`config.mk`:
```
export PLATFORM = sky130hd
export DESIGN_NAME = exc_pend_ctl
export DESIGN_NICKNAME = d
export VERILOG_FILES = /design/src/rtl/epc_pkg.sv /design/src/rtl/epc_pend_bit.sv /design/src/rtl/epc_arbiter.sv /design/src/rtl/epc_readback.sv /design/src/rtl/exc_pend_ctl.sv
export SDC_FILE = /design/constraint.sdc
export NUM_CORES = 1
export LEC_CHECK = 0
export CORE_MARGIN = 1.5
export CORE_UTILIZATION = 45
export DETAILED_ROUTE_END_ITERATION = 8
export GPL_ROUTABILITY_DRIVEN = 1
export PLACE_DENSITY = 0.83
export SYNTH_ARGS = -nofsm -noshare
export SYNTH_HDL_FRONTEND = slang
export SYNTH_SLANG_ARGS = --single-unit
```
`constraint.sdc`:
```
create_clock -name clk -period 36.1 [get_ports clk]
set_input_delay 9.025 -clock clk [delete_from_list [all_inputs] [get_ports clk]]
set_output_delay 9.025 -clock clk [all_outputs]
set_load 0.02 [all_outputs]
```
`src/rtl/epc_pkg.sv`:
```
package epc_pkg;

  typedef logic [8:0] exc_num_t;

  localparam int EXC_NMI      = 2;
  localparam int EXC_DSVC     = 14;
  localparam int EXC_TICK     = 15;
  localparam int EXC_EXT_BASE = 16;

  // Bit positions decoded by software drivers
  localparam int B_NMI_SET   = 31;
  localparam int B_DSVC_SET  = 28;
  localparam int B_DSVC_CLR  = 27;
  localparam int B_TICK_SET  = 26;
  localparam int B_TICK_CLR  = 25;
  localparam int B_ISR_PEND  = 22;
  localparam int B_NUM_LO    = 12;
  localparam int B_RET_BASE  = 11;

endpackage

```
`src/rtl/epc_pend_bit.sv`:
```
// One pending flop. Precedence: hardware set, then any clear, then software set.
module epc_pend_bit (
  input  logic clk,
  input  logic rst,
  input  logic sw_set,
  input  logic sw_clr,
  input  logic entry_clr,
  input  logic hw_set,
  output logic q
);
  always_ff @(posedge clk) begin
    if (rst)                        q <= 1'b0;
    else if (hw_set)                q <= 1'b1;
    else if (sw_clr || entry_clr)   q <= 1'b0;
    else if (sw_set)                q <= 1'b1;
  end
endmodule

```
`src/rtl/epc_arbiter.sv`:
```
// Combinational selection of the most urgent pending enabled exception.
module epc_arbiter
  import epc_pkg::*;
#(
  parameter int NUM_EXT = 16,
  parameter int PRIO_W  = 3
) (
  input  logic                      nmi_pend,
  input  logic                      dsvc_pend,
  input  logic                      tick_pend,
  input  logic [PRIO_W-1:0]         dsvc_prio,
  input  logic [PRIO_W-1:0]         tick_prio,
  input  logic [NUM_EXT-1:0]        ext_pend,
  input  logic [NUM_EXT-1:0]        ext_en,
  input  logic [NUM_EXT*PRIO_W-1:0] ext_prio,
  input  logic [PRIO_W-1:0]         base_mask,
  input  logic                      fault_mask,
  output exc_num_t                  pend_num
);
  localparam int NCAND = NUM_EXT + 2;

  logic     [NCAND-1:0]  raw_v;
  logic     [NCAND-1:0]  qual;
  logic     [PRIO_W-1:0] cand_p [NCAND];
  exc_num_t              cand_n [NCAND];

  // Candidates are listed in ascending exception number so a strict
  // comparison keeps the lower number on a tie.
  assign raw_v[0]  = dsvc_pend;
  assign cand_p[0] = dsvc_prio;
  assign cand_n[0] = exc_num_t'(EXC_DSVC);
  assign raw_v[1]  = tick_pend;
  assign cand_p[1] = tick_prio;
  assign cand_n[1] = exc_num_t'(EXC_TICK);

  for (genvar i = 0; i < NUM_EXT; i++) begin : g_ext
    assign raw_v[i+2]  = ext_pend[i] && ext_en[i];
    assign cand_p[i+2] = ext_prio[i*PRIO_W +: PRIO_W];
    assign cand_n[i+2] = exc_num_t'(EXC_EXT_BASE + i);
  end

  for (genvar c = 0; c < NCAND; c++) begin : g_qual
    assign qual[c] = raw_v[c] && !fault_mask &&
                     ((base_mask == '0) || (cand_p[c] < base_mask));
  end

  logic              best_v;
  logic [PRIO_W-1:0] best_p;
  exc_num_t          best_n;

  always_comb begin
    best_v = 1'b0;
    best_p = '0;
    best_n = '0;
    for (int c = 0; c < NCAND; c++) begin
      if (qual[c] && (!best_v || (cand_p[c] < best_p))) begin
        best_v = 1'b1;
        best_p = cand_p[c];
        best_n = cand_n[c];
      end
    end
    if (nmi_pend)    pend_num = exc_num_t'(EXC_NMI);
    else if (best_v) pend_num = best_n;
    else             pend_num = '0;
  end
endmodule

```
`src/rtl/epc_readback.sv`:
```
// Assembles the status word and registers it for the bus.
module epc_readback
  import epc_pkg::*;
#(
  parameter int CNT_W = 4
) (
  input  logic        clk,
  input  logic        rst,
  input  logic        rd_hit,
  input  logic        nmi_pend,
  input  logic        dsvc_pend,
  input  logic        tick_pend,
  input  logic        isr_pend,
  input  exc_num_t    pend_num,
  input  logic [CNT_W-1:0] act_count,
  input  exc_num_t    act_num,
  output logic [31:0] rdata
);
  logic [31:0] word;
  logic        ret_base;

  assign ret_base = (act_count <= CNT_W'(1));

  always_comb begin
    word = '0;
    word[B_NMI_SET]                  = nmi_pend;
    word[B_DSVC_SET]                 = dsvc_pend;
    word[B_TICK_SET]                 = tick_pend;
    word[B_ISR_PEND]                 = isr_pend;
    word[B_NUM_LO +: $bits(exc_num_t)] = pend_num;
    word[B_RET_BASE]                 = ret_base;
    word[$bits(exc_num_t)-1:0]       = act_num;
  end

  always_ff @(posedge clk) begin
    if (rst)         rdata <= '0;
    else if (rd_hit) rdata <= word;
    else             rdata <= '0;
  end
endmodule

```
`src/rtl/exc_pend_ctl.sv`:
```
module exc_pend_ctl
  import epc_pkg::*;
#(
  parameter int          NUM_EXT  = 16,
  parameter int          PRIO_W   = 3,
  parameter int          ADDR_W   = 12,
  parameter int          CNT_W    = 4,
  parameter logic [11:0] REG_ADDR = 12'hD04
) (
  input  logic                      clk,
  input  logic                      rst,
  input  logic [ADDR_W-1:0]         bus_addr,
  input  logic                      bus_we,
  input  logic [31:0]               bus_wdata,
  output logic [31:0]               bus_rdata,
  input  logic                      nmi_hw_set,
  input  logic                      nmi_enter,
  input  logic                      dsvc_enter,
  input  logic                      tick_hw_set,
  input  logic                      tick_enter,
  input  logic [PRIO_W-1:0]         dsvc_prio,
  input  logic [PRIO_W-1:0]         tick_prio,
  input  logic [NUM_EXT-1:0]        ext_pend,
  input  logic [NUM_EXT-1:0]        ext_en,
  input  logic [NUM_EXT*PRIO_W-1:0] ext_prio,
  input  logic [PRIO_W-1:0]         base_mask,
  input  logic                      fault_mask,
  input  logic [8:0]                act_num,
  input  logic [CNT_W-1:0]          act_count
);
  localparam int MAX_EXT = 512 - EXC_EXT_BASE;

  initial begin
    if (NUM_EXT < 1 || NUM_EXT > MAX_EXT)
      $error("NUM_EXT out of range");
  end

  logic     addr_hit;
  logic     wr_hit;
  logic     nmi_q;
  logic     dsvc_q;
  logic     tick_q;
  logic     isr_pend;
  exc_num_t pend_num;

  assign addr_hit = (bus_addr == ADDR_W'(REG_ADDR));
  assign wr_hit   = addr_hit && bus_we;

  epc_pend_bit u_nmi (
    .clk(clk), .rst(rst),
    .sw_set(wr_hit && bus_wdata[B_NMI_SET]),
    .sw_clr(1'b0),
    .entry_clr(nmi_enter),
    .hw_set(nmi_hw_set),
    .q(nmi_q)
  );

  epc_pend_bit u_dsvc (
    .clk(clk), .rst(rst),
    .sw_set(wr_hit && bus_wdata[B_DSVC_SET]),
    .sw_clr(wr_hit && bus_wdata[B_DSVC_CLR]),
    .entry_clr(dsvc_enter),
    .hw_set(1'b0),
    .q(dsvc_q)
  );

  epc_pend_bit u_tick (
    .clk(clk), .rst(rst),
    .sw_set(wr_hit && bus_wdata[B_TICK_SET]),
    .sw_clr(wr_hit && bus_wdata[B_TICK_CLR]),
    .entry_clr(tick_enter),
    .hw_set(tick_hw_set),
    .q(tick_q)
  );

  assign isr_pend = dsvc_q || tick_q || (|ext_pend);

  epc_arbiter #(.NUM_EXT(NUM_EXT), .PRIO_W(PRIO_W)) u_arb (
    .nmi_pend(nmi_q),
    .dsvc_pend(dsvc_q),
    .tick_pend(tick_q),
    .dsvc_prio(dsvc_prio),
    .tick_prio(tick_prio),
    .ext_pend(ext_pend),
    .ext_en(ext_en),
    .ext_prio(ext_prio),
    .base_mask(base_mask),
    .fault_mask(fault_mask),
    .pend_num(pend_num)
  );

  epc_readback #(.CNT_W(CNT_W)) u_rb (
    .clk(clk), .rst(rst),
    .rd_hit(addr_hit && !bus_we),
    .nmi_pend(nmi_q),
    .dsvc_pend(dsvc_q),
    .tick_pend(tick_q),
    .isr_pend(isr_pend),
    .pend_num(pend_num),
    .act_count(act_count),
    .act_num(act_num),
    .rdata(bus_rdata)
  );
endmodule

```
== Word-level counts from Yosys, hierarchy flattened ==
Index checks and enable logic that the tools add are counted.
W data, S select, Z words.
Operators by class
  order comparisons: 36
  eq/ne operators: 1
  mux-type cells: 61
  bitwise operators: 2
  reduce and logical (&&, ||, !) cells: 142
Operator list (number)
  $lt A3 B3 Y1: 35
  $mux W5: 17
  $logic_and A1 B1 Y1: 76
  $mux W3: 17
  $logic_or A1 B1 Y1: 39
  $mux W1: 24
  $reduce_or A21 Y1: 1
  $logic_not A1 Y1: 19
  $reduce_or A16 Y1: 1
  $eq A12 B12 Y1 const B: 1
  $mux W9: 1
  $mux W4: 2
  $reduce_bool A3 Y1: 2
  $le A4 B1 Y1 const B: 1
  $reduce_or A2 Y1: 2
  $reduce_or A4 Y1: 1
  $logic_not A3 Y1: 1
  $not A1 Y1: 2
Storage, ports and cells
  register bits after elaboration: 35
  bits of input ports: 155
  output and inout bits: 32
  logic and storage cells: 249

== Longest topological paths before layout ==
  depth in word-level cells: 74
  gate-level depth with buffers: 126

== Hierarchy ==
A second synthesis with hierarchy kept.
Second synthesis, totals
  cells, all modules: 677
  area, all modules: 5096.1 um2
By module, submodules not included
  epc_arbiter: times used 1, cells an instance 580, area each 4139.0 um2, seq. area each 0.0 um2
  epc_readback: times used 1, cells an instance 59, area each 720.7 um2, seq. area each 460.4 um2
  exc_pend_ctl: times used 1, cells an instance 23, area each 123.9 um2, seq. area each 0.0 um2
  epc_pend_bit: times used 3, cells an instance 5, area each 37.5 um2, seq. area each 20.0 um2

== Worst setup path before layout ==
No wires, ideal clock.
  kind: input to register
  from: input port base_mask[1]
  to: register u_rb.rdata[12]
  library setup time: 0.091 ns
  data arrival time: 30.255 ns
  path slack: 5.754 ns
  stages on the path: 119
  path buffers: 2
  cells stage by stage: inv_1 ha_1 a211o_1 a21oi_2 buf_4 nand2_1 ha_1 a21oi_1 o21ai_0 a21oi_1 a22oi_1 ha_1 a21oi_1 nand2_1 a21oi_1 o2111ai_1 o311a_4 mux2_4 (+83 left out) inv_1 ha_1 nor3_1 a41o_1 o21bai_1 mux2i_1 ha_1 a21oi_1 o21ai_0 a31o_2 mux2_1 ha_1 a21oi_1 nor2_1 nor3_1 a21boi_0 nor3_1 a311oi_1
Between the ends
  longest elaborated chain between the ends: 74
  elaborated cells between the ends (all ways): 177
  classes of those cells: 35 x order compare; 52 x mux; 1 x bitwise; 89 x reduce/logical
Ends and longest elaborated chain
  start, declared: RTL line exc_pend_ctl.sv:26  | input logic [PRIO_W-1:0] base_mask,
  $lt A3 B3 Y1 / $logic_not A3 Y1 (equally long branches): RTL line epc_arbiter.sv:44  | ((base_mask == '0) || (cand_p[c] < base_mask));
  $logic_or A1 B1 Y1: RTL line epc_arbiter.sv:44
  $logic_and A1 B1 Y1: RTL line epc_arbiter.sv:43  | assign qual[c] = raw_v[c] && !fault_mask &&
  $mux W3 / $mux W1 (equally long branches): RTL line epc_arbiter.sv:56  | if (qual[c] && (!best_v || (cand_p[c] < best_p))) begin
  $lt A3 B3 Y1 / $logic_not A1 Y1 (equally long branches): RTL line epc_arbiter.sv:56
  $logic_or A1 B1 Y1: RTL line epc_arbiter.sv:56
  $logic_and A1 B1 Y1: RTL line epc_arbiter.sv:56
  $mux W3 / $mux W1 (equally long branches): RTL line epc_arbiter.sv:56
  (+58 left out)
  $logic_and A1 B1 Y1: RTL line epc_arbiter.sv:56
  $mux W3 / $mux W1 (equally long branches): RTL line epc_arbiter.sv:56
  $lt A3 B3 Y1 / $logic_not A1 Y1 (equally long branches): RTL line epc_arbiter.sv:56
  $logic_or A1 B1 Y1: RTL line epc_arbiter.sv:56
  $logic_and A1 B1 Y1: RTL line epc_arbiter.sv:56
  $mux W1: RTL line epc_arbiter.sv:56
  $not A1 Y1 (no source line)
  $reduce_or A4 Y1 (no source line)
  end signal, assigned: RTL line epc_readback.sv:37  | else if (rd_hit) rdata <= word;
  end, declared: RTL line epc_readback.sv:17  | output logic [31:0] rdata
Parallel ways exist; a longest one is shown, timed or not.
A chain may end at the register's enable or synchronous reset.

== Worst setup path after layout ==
  from: input port base_mask[1]
  to: register u_rb.rdata[13]
Between the ends
  longest elaborated chain between the ends: 74
  elaborated cells between the ends (all ways): 178
  classes of those cells: 35 x order compare; 55 x mux; 88 x reduce/logical
Ends and longest elaborated chain
  $lt A3 B3 Y1 / $logic_not A3 Y1 (equally long branches): RTL line epc_arbiter.sv:44
  $logic_or A1 B1 Y1: RTL line epc_arbiter.sv:44
  $logic_and A1 B1 Y1: RTL line epc_arbiter.sv:43
  $mux W3 / $mux W1 (equally long branches): RTL line epc_arbiter.sv:56
  $lt A3 B3 Y1 / $logic_not A1 Y1 (equally long branches): RTL line epc_arbiter.sv:56
  $logic_or A1 B1 Y1: RTL line epc_arbiter.sv:56
  $logic_and A1 B1 Y1: RTL line epc_arbiter.sv:56
  $mux W3 / $mux W1 (equally long branches): RTL line epc_arbiter.sv:56
  (+58 left out)
  $logic_and A1 B1 Y1: RTL line epc_arbiter.sv:56
  $mux W3 / $mux W1 (equally long branches): RTL line epc_arbiter.sv:56
  $lt A3 B3 Y1 / $logic_not A1 Y1 (equally long branches): RTL line epc_arbiter.sv:56
  $logic_or A1 B1 Y1: RTL line epc_arbiter.sv:56
  $logic_and A1 B1 Y1: RTL line epc_arbiter.sv:56
  $mux W5 / $mux W1 (equally long branches): RTL line epc_arbiter.sv:56
  $mux W5 *: RTL line epc_arbiter.sv:63  | else if (best_v) pend_num = best_n;
  $mux W9 *: RTL line epc_arbiter.sv:62  | if (nmi_pend) pend_num = exc_num_t'(EXC_NMI);
Mark *: on every way between the ends. The rest lies on a longest branch, timed or not.

==> results.ini <==
[synthesis]
synth_ff_type = dfxtp_1
syn_area_per_cell_um2 = 7.22
compound_cell_area_share_of_the_yosys_netlist = 0.355
synth_xor_area_frac = 0
synth_top_family_by_area = compound AO/OA/AOI/OAI gates
synth_seq_area_share = 0.0965
synth_mux_area_frac = 0.0422
post_synth_instance_area_um2 = 4560
synth-edff-count = 0
ys_ff_latch = 22
synth_simple_gate_area_share = 0.280
count_of_cell_types_in_the_netlist = 73
ys_warn_count = 0
postSynth.asyncResetShare = 0
gate_count_after_technology_mapping = 632
synth_adder_area_share = 0.167

[power_and_ir_drop]
power_report.internal_total_mw = 0.0796
combinational_share_of_power = 0.646
power.static_leakage_nw = 2.59
power.density_cell_area_nw_per_um2 = 21.8
power.switching_mw = 0.0561
pwr-share-seq = 0.181
netSwitchingFraction = 0.413
ir_drop_v = 0.0000250
power.clock.fraction = 0.173

[detailed_routing]
post_drt_via_cell_ratio = 5.94
drt.antenna.violating_nets = 0
drtIter0Drc = 269
route.detailed.wl_per_inst_um = 16.7
final_routed_wirelength_mm = 15.2
firstDrtPassIters = 5
final_routed_drc_violation_total = 0
route.vias.total = 5408

[clock_tree]
cts.hold.buffers_added = 0
cts_setup_buffers = 0
tritoncts.num_buffers = 3
cts.clk_slew.worst_paths_ns = 0.09
clockRootBuffer = clkbuf_8
clock_sinks = 22
clock_latency_ns = 0.27
cts_max_path_buffers = 2
cts_tree = built
cts_max_level = 1

[critical_path]
critPathLaunchType = input port
crit_arrival_ns = 34.14
worst-path-buf-inv = 13
crit_path_max_fanout = 18
rr_worst_depth = 115
worstSetupEndpointType = flop
timing.critical_path.required_ns = 36.27
path_class = in -> reg
critical_path.most_common_cell = ha_1
worst_path_max_delay_cell = clkdlybuf4s50_1
critical_path.max_stage_delay_ns = 0.54
critical_path_s_top_delay_family = compound AO/OA/AOI/OAI gates
count_of_cell_instances_traversed_by_the_critical_path = 119

[global_routing]
grtUsageTotal = 0.280
grt_antenna_before_repair = 0
first_global_vias = 5381
global_route_wire_length_before_repair_mm = 25.5
overflow = 0
met3_usage = 0.0428
grt-busiest-layer = met2
grt_max_degree = 22
globalRouteMet2Util = 0.521
globalRouteMet1Util = 0.331

[cells_and_area]
area_delta_synth_final_pct = 36.4
final_layout_size_suffix_gt1_frac = 0.0553
fin_nets = 993
final_core_util = 0.634
antenna_cells = 0

[timing]
max-slew-margin-rel = 0.534
achievable-frequency_mhz = 29.4
worst_hold_slack_ns = 0.522
setup_tns_ns = 0
final_period_minus_worst_setup_slack_ns = 33.97
setup-violations-final = 0
report.final.slew_viol_count = 0
worst_pin_slew_ns = 0.692
finalCritPeriodShare = 0.941
finalClockSkew_ns = 0.0107
timing_hold_violations_final = 0

[die]
num_rows = 36
design.core.area_um2 = 9820
die_area_um2 = 10800
initial_core_util = 0.465
io_pins = 187
width_of_the_die_um = 104
die_y_um = 104

[hold_path]
hold_path_class = reg -> reg
whs_path_depth = 1

[job]
drv_cap = 0

[placement]
place_hpwl_mm = 12.4
numPortBuffers = 145
gp_congestion = 0.929

[status]
run_status = finished, final reports clean

## cells in the final DEF (no fill, tap or decap), types with 22 or more instances in the layout
cell               n
nor2_1            57
nand2_1           53
inv_1             34
ha_1              60
nand2b_1          33
o21ai_0           39
a21oi_1           49
clkdlybuf4s50_1  145
a21o_1            30
dfxtp_1           22
## routing by layer
layer  up-vias  share of wire
li1       2647              -
met2       226           0.49
met3        32          0.068
met1      2503           0.41
met5         -              0
met4         0          0.028
## cells by family after synthesis
group                    after synthesis
AND/OR/NAND/NOR                      244
AO/OA/AOI/OAI                        231
adder cells (fa/ha/maj)               61
buffers and inverters                 56
flip-flops                            22
multiplexers                          17
other                                  1
## metrics by stage
stage / instance area (um2) / total power [mW] / worst slack, ns / cells
finish: 6220 / 0.136 / 2.13 / 910
global route: 6220 / 0.148 / -0.00160 / 910
CTS: 6200 / 0.135 / 2.12 / 910
detailed placement: 6130 / 0.111 / 1.95 / 906
global placement: 6130 / 0.108 / 2.33 / 906
floorplan: 4610 / 0.0813 / 5.75 / 644
## worst register-to-register path, delay by kind of cell (launching register included)
kind	cells	cell delay, ns
compound gates	49	10.64
simple gates	29	4.67
fa+ha+maj	17	4.37
mux	10	3.47
buf+inv	10	0.70
flops	1	0.38
## cell type report
cell class,count,area (um2)
clock buffer,3,41.3
clock inverter,1,30.0
fill,891,3600
inverter,34,128
multi-input combinational,566,3920
sequential,22,440
tap,133,166
timing repair buffer,151,1500
## worst paths after layout
| path | start | end | slack (ns) |
|---|---|---|---|
| min reg2reg | u_dsvc.q | u_rb.rdata[28] | 0.52 |
| max reg2reg | u_dsvc.q | u_rb.rdata[13] | 11.83 |
| min | u_dsvc.q | u_rb.rdata[28] | 0.52 |
| max | base_mask[1] | u_rb.rdata[13] | 2.13 |
## synthesized netlist by cell type, types with 4 or more instances
cell / number / area share
a41oi_1: 7 / 0.013
a211oi_1: 12 / 0.020
dfxtp_1: 22 / 0.097
a21boi_0: 7 / 0.012
nor4_1: 8 / 0.011
o21ai_0: 39 / 0.043
nor2_1: 57 / 0.047
inv_1: 34 / 0.028
or4_1: 5 / 0.0082
nand3_1: 12 / 0.013
nor3_1: 15 / 0.016
a21oi_1: 50 / 0.055
a21o_1: 30 / 0.049
a311oi_1: 4 / 0.0077
o21a_1: 9 / 0.015
ha_1: 60 / 0.16
mux2_2: 4 / 0.0099
a211o_1: 7 / 0.013
o21ai_1: 4 / 0.0044
o31ai_1: 4 / 0.0066
and2_1: 21 / 0.029
mux2i_1: 8 / 0.018
a21oi_2: 4 / 0.0077
nand2b_1: 33 / 0.045
nand2_1: 53 / 0.044
clkbuf_1: 7 / 0.0058
nor2b_1: 12 / 0.016
a31oi_1: 14 / 0.019
buf_4: 15 / 0.025
## registers in the layout, indices dropped and copies added (netlist names)
name / count
u_tick.q: 1
u_dsvc.q: 1
u_rb.rdata: 19
u_nmi.q: 1
## timing repair
action | CTS | global route
setup endpoints to repair | 0 | 5
hold endpoints to repair | 0 | 0
gates resized for setup | 0 | 4
## power groups by stage
stage / sequential [mW] / combinational [mW] / clock [mW]
2_1_floorplan: 0.0250 / 0.0562 / 0
3_3_place_gp: 0.0251 / 0.0832 / 0
3_5_place_dp: 0.0251 / 0.0857 / 0
4_1_cts: 0.0245 / 0.0864 / 0.0238
5_1_grt: 0.0246 / 0.0987 / 0.0249
6_report: 0.0245 / 0.0878 / 0.0235
Power figures use the tool's default switching activity.
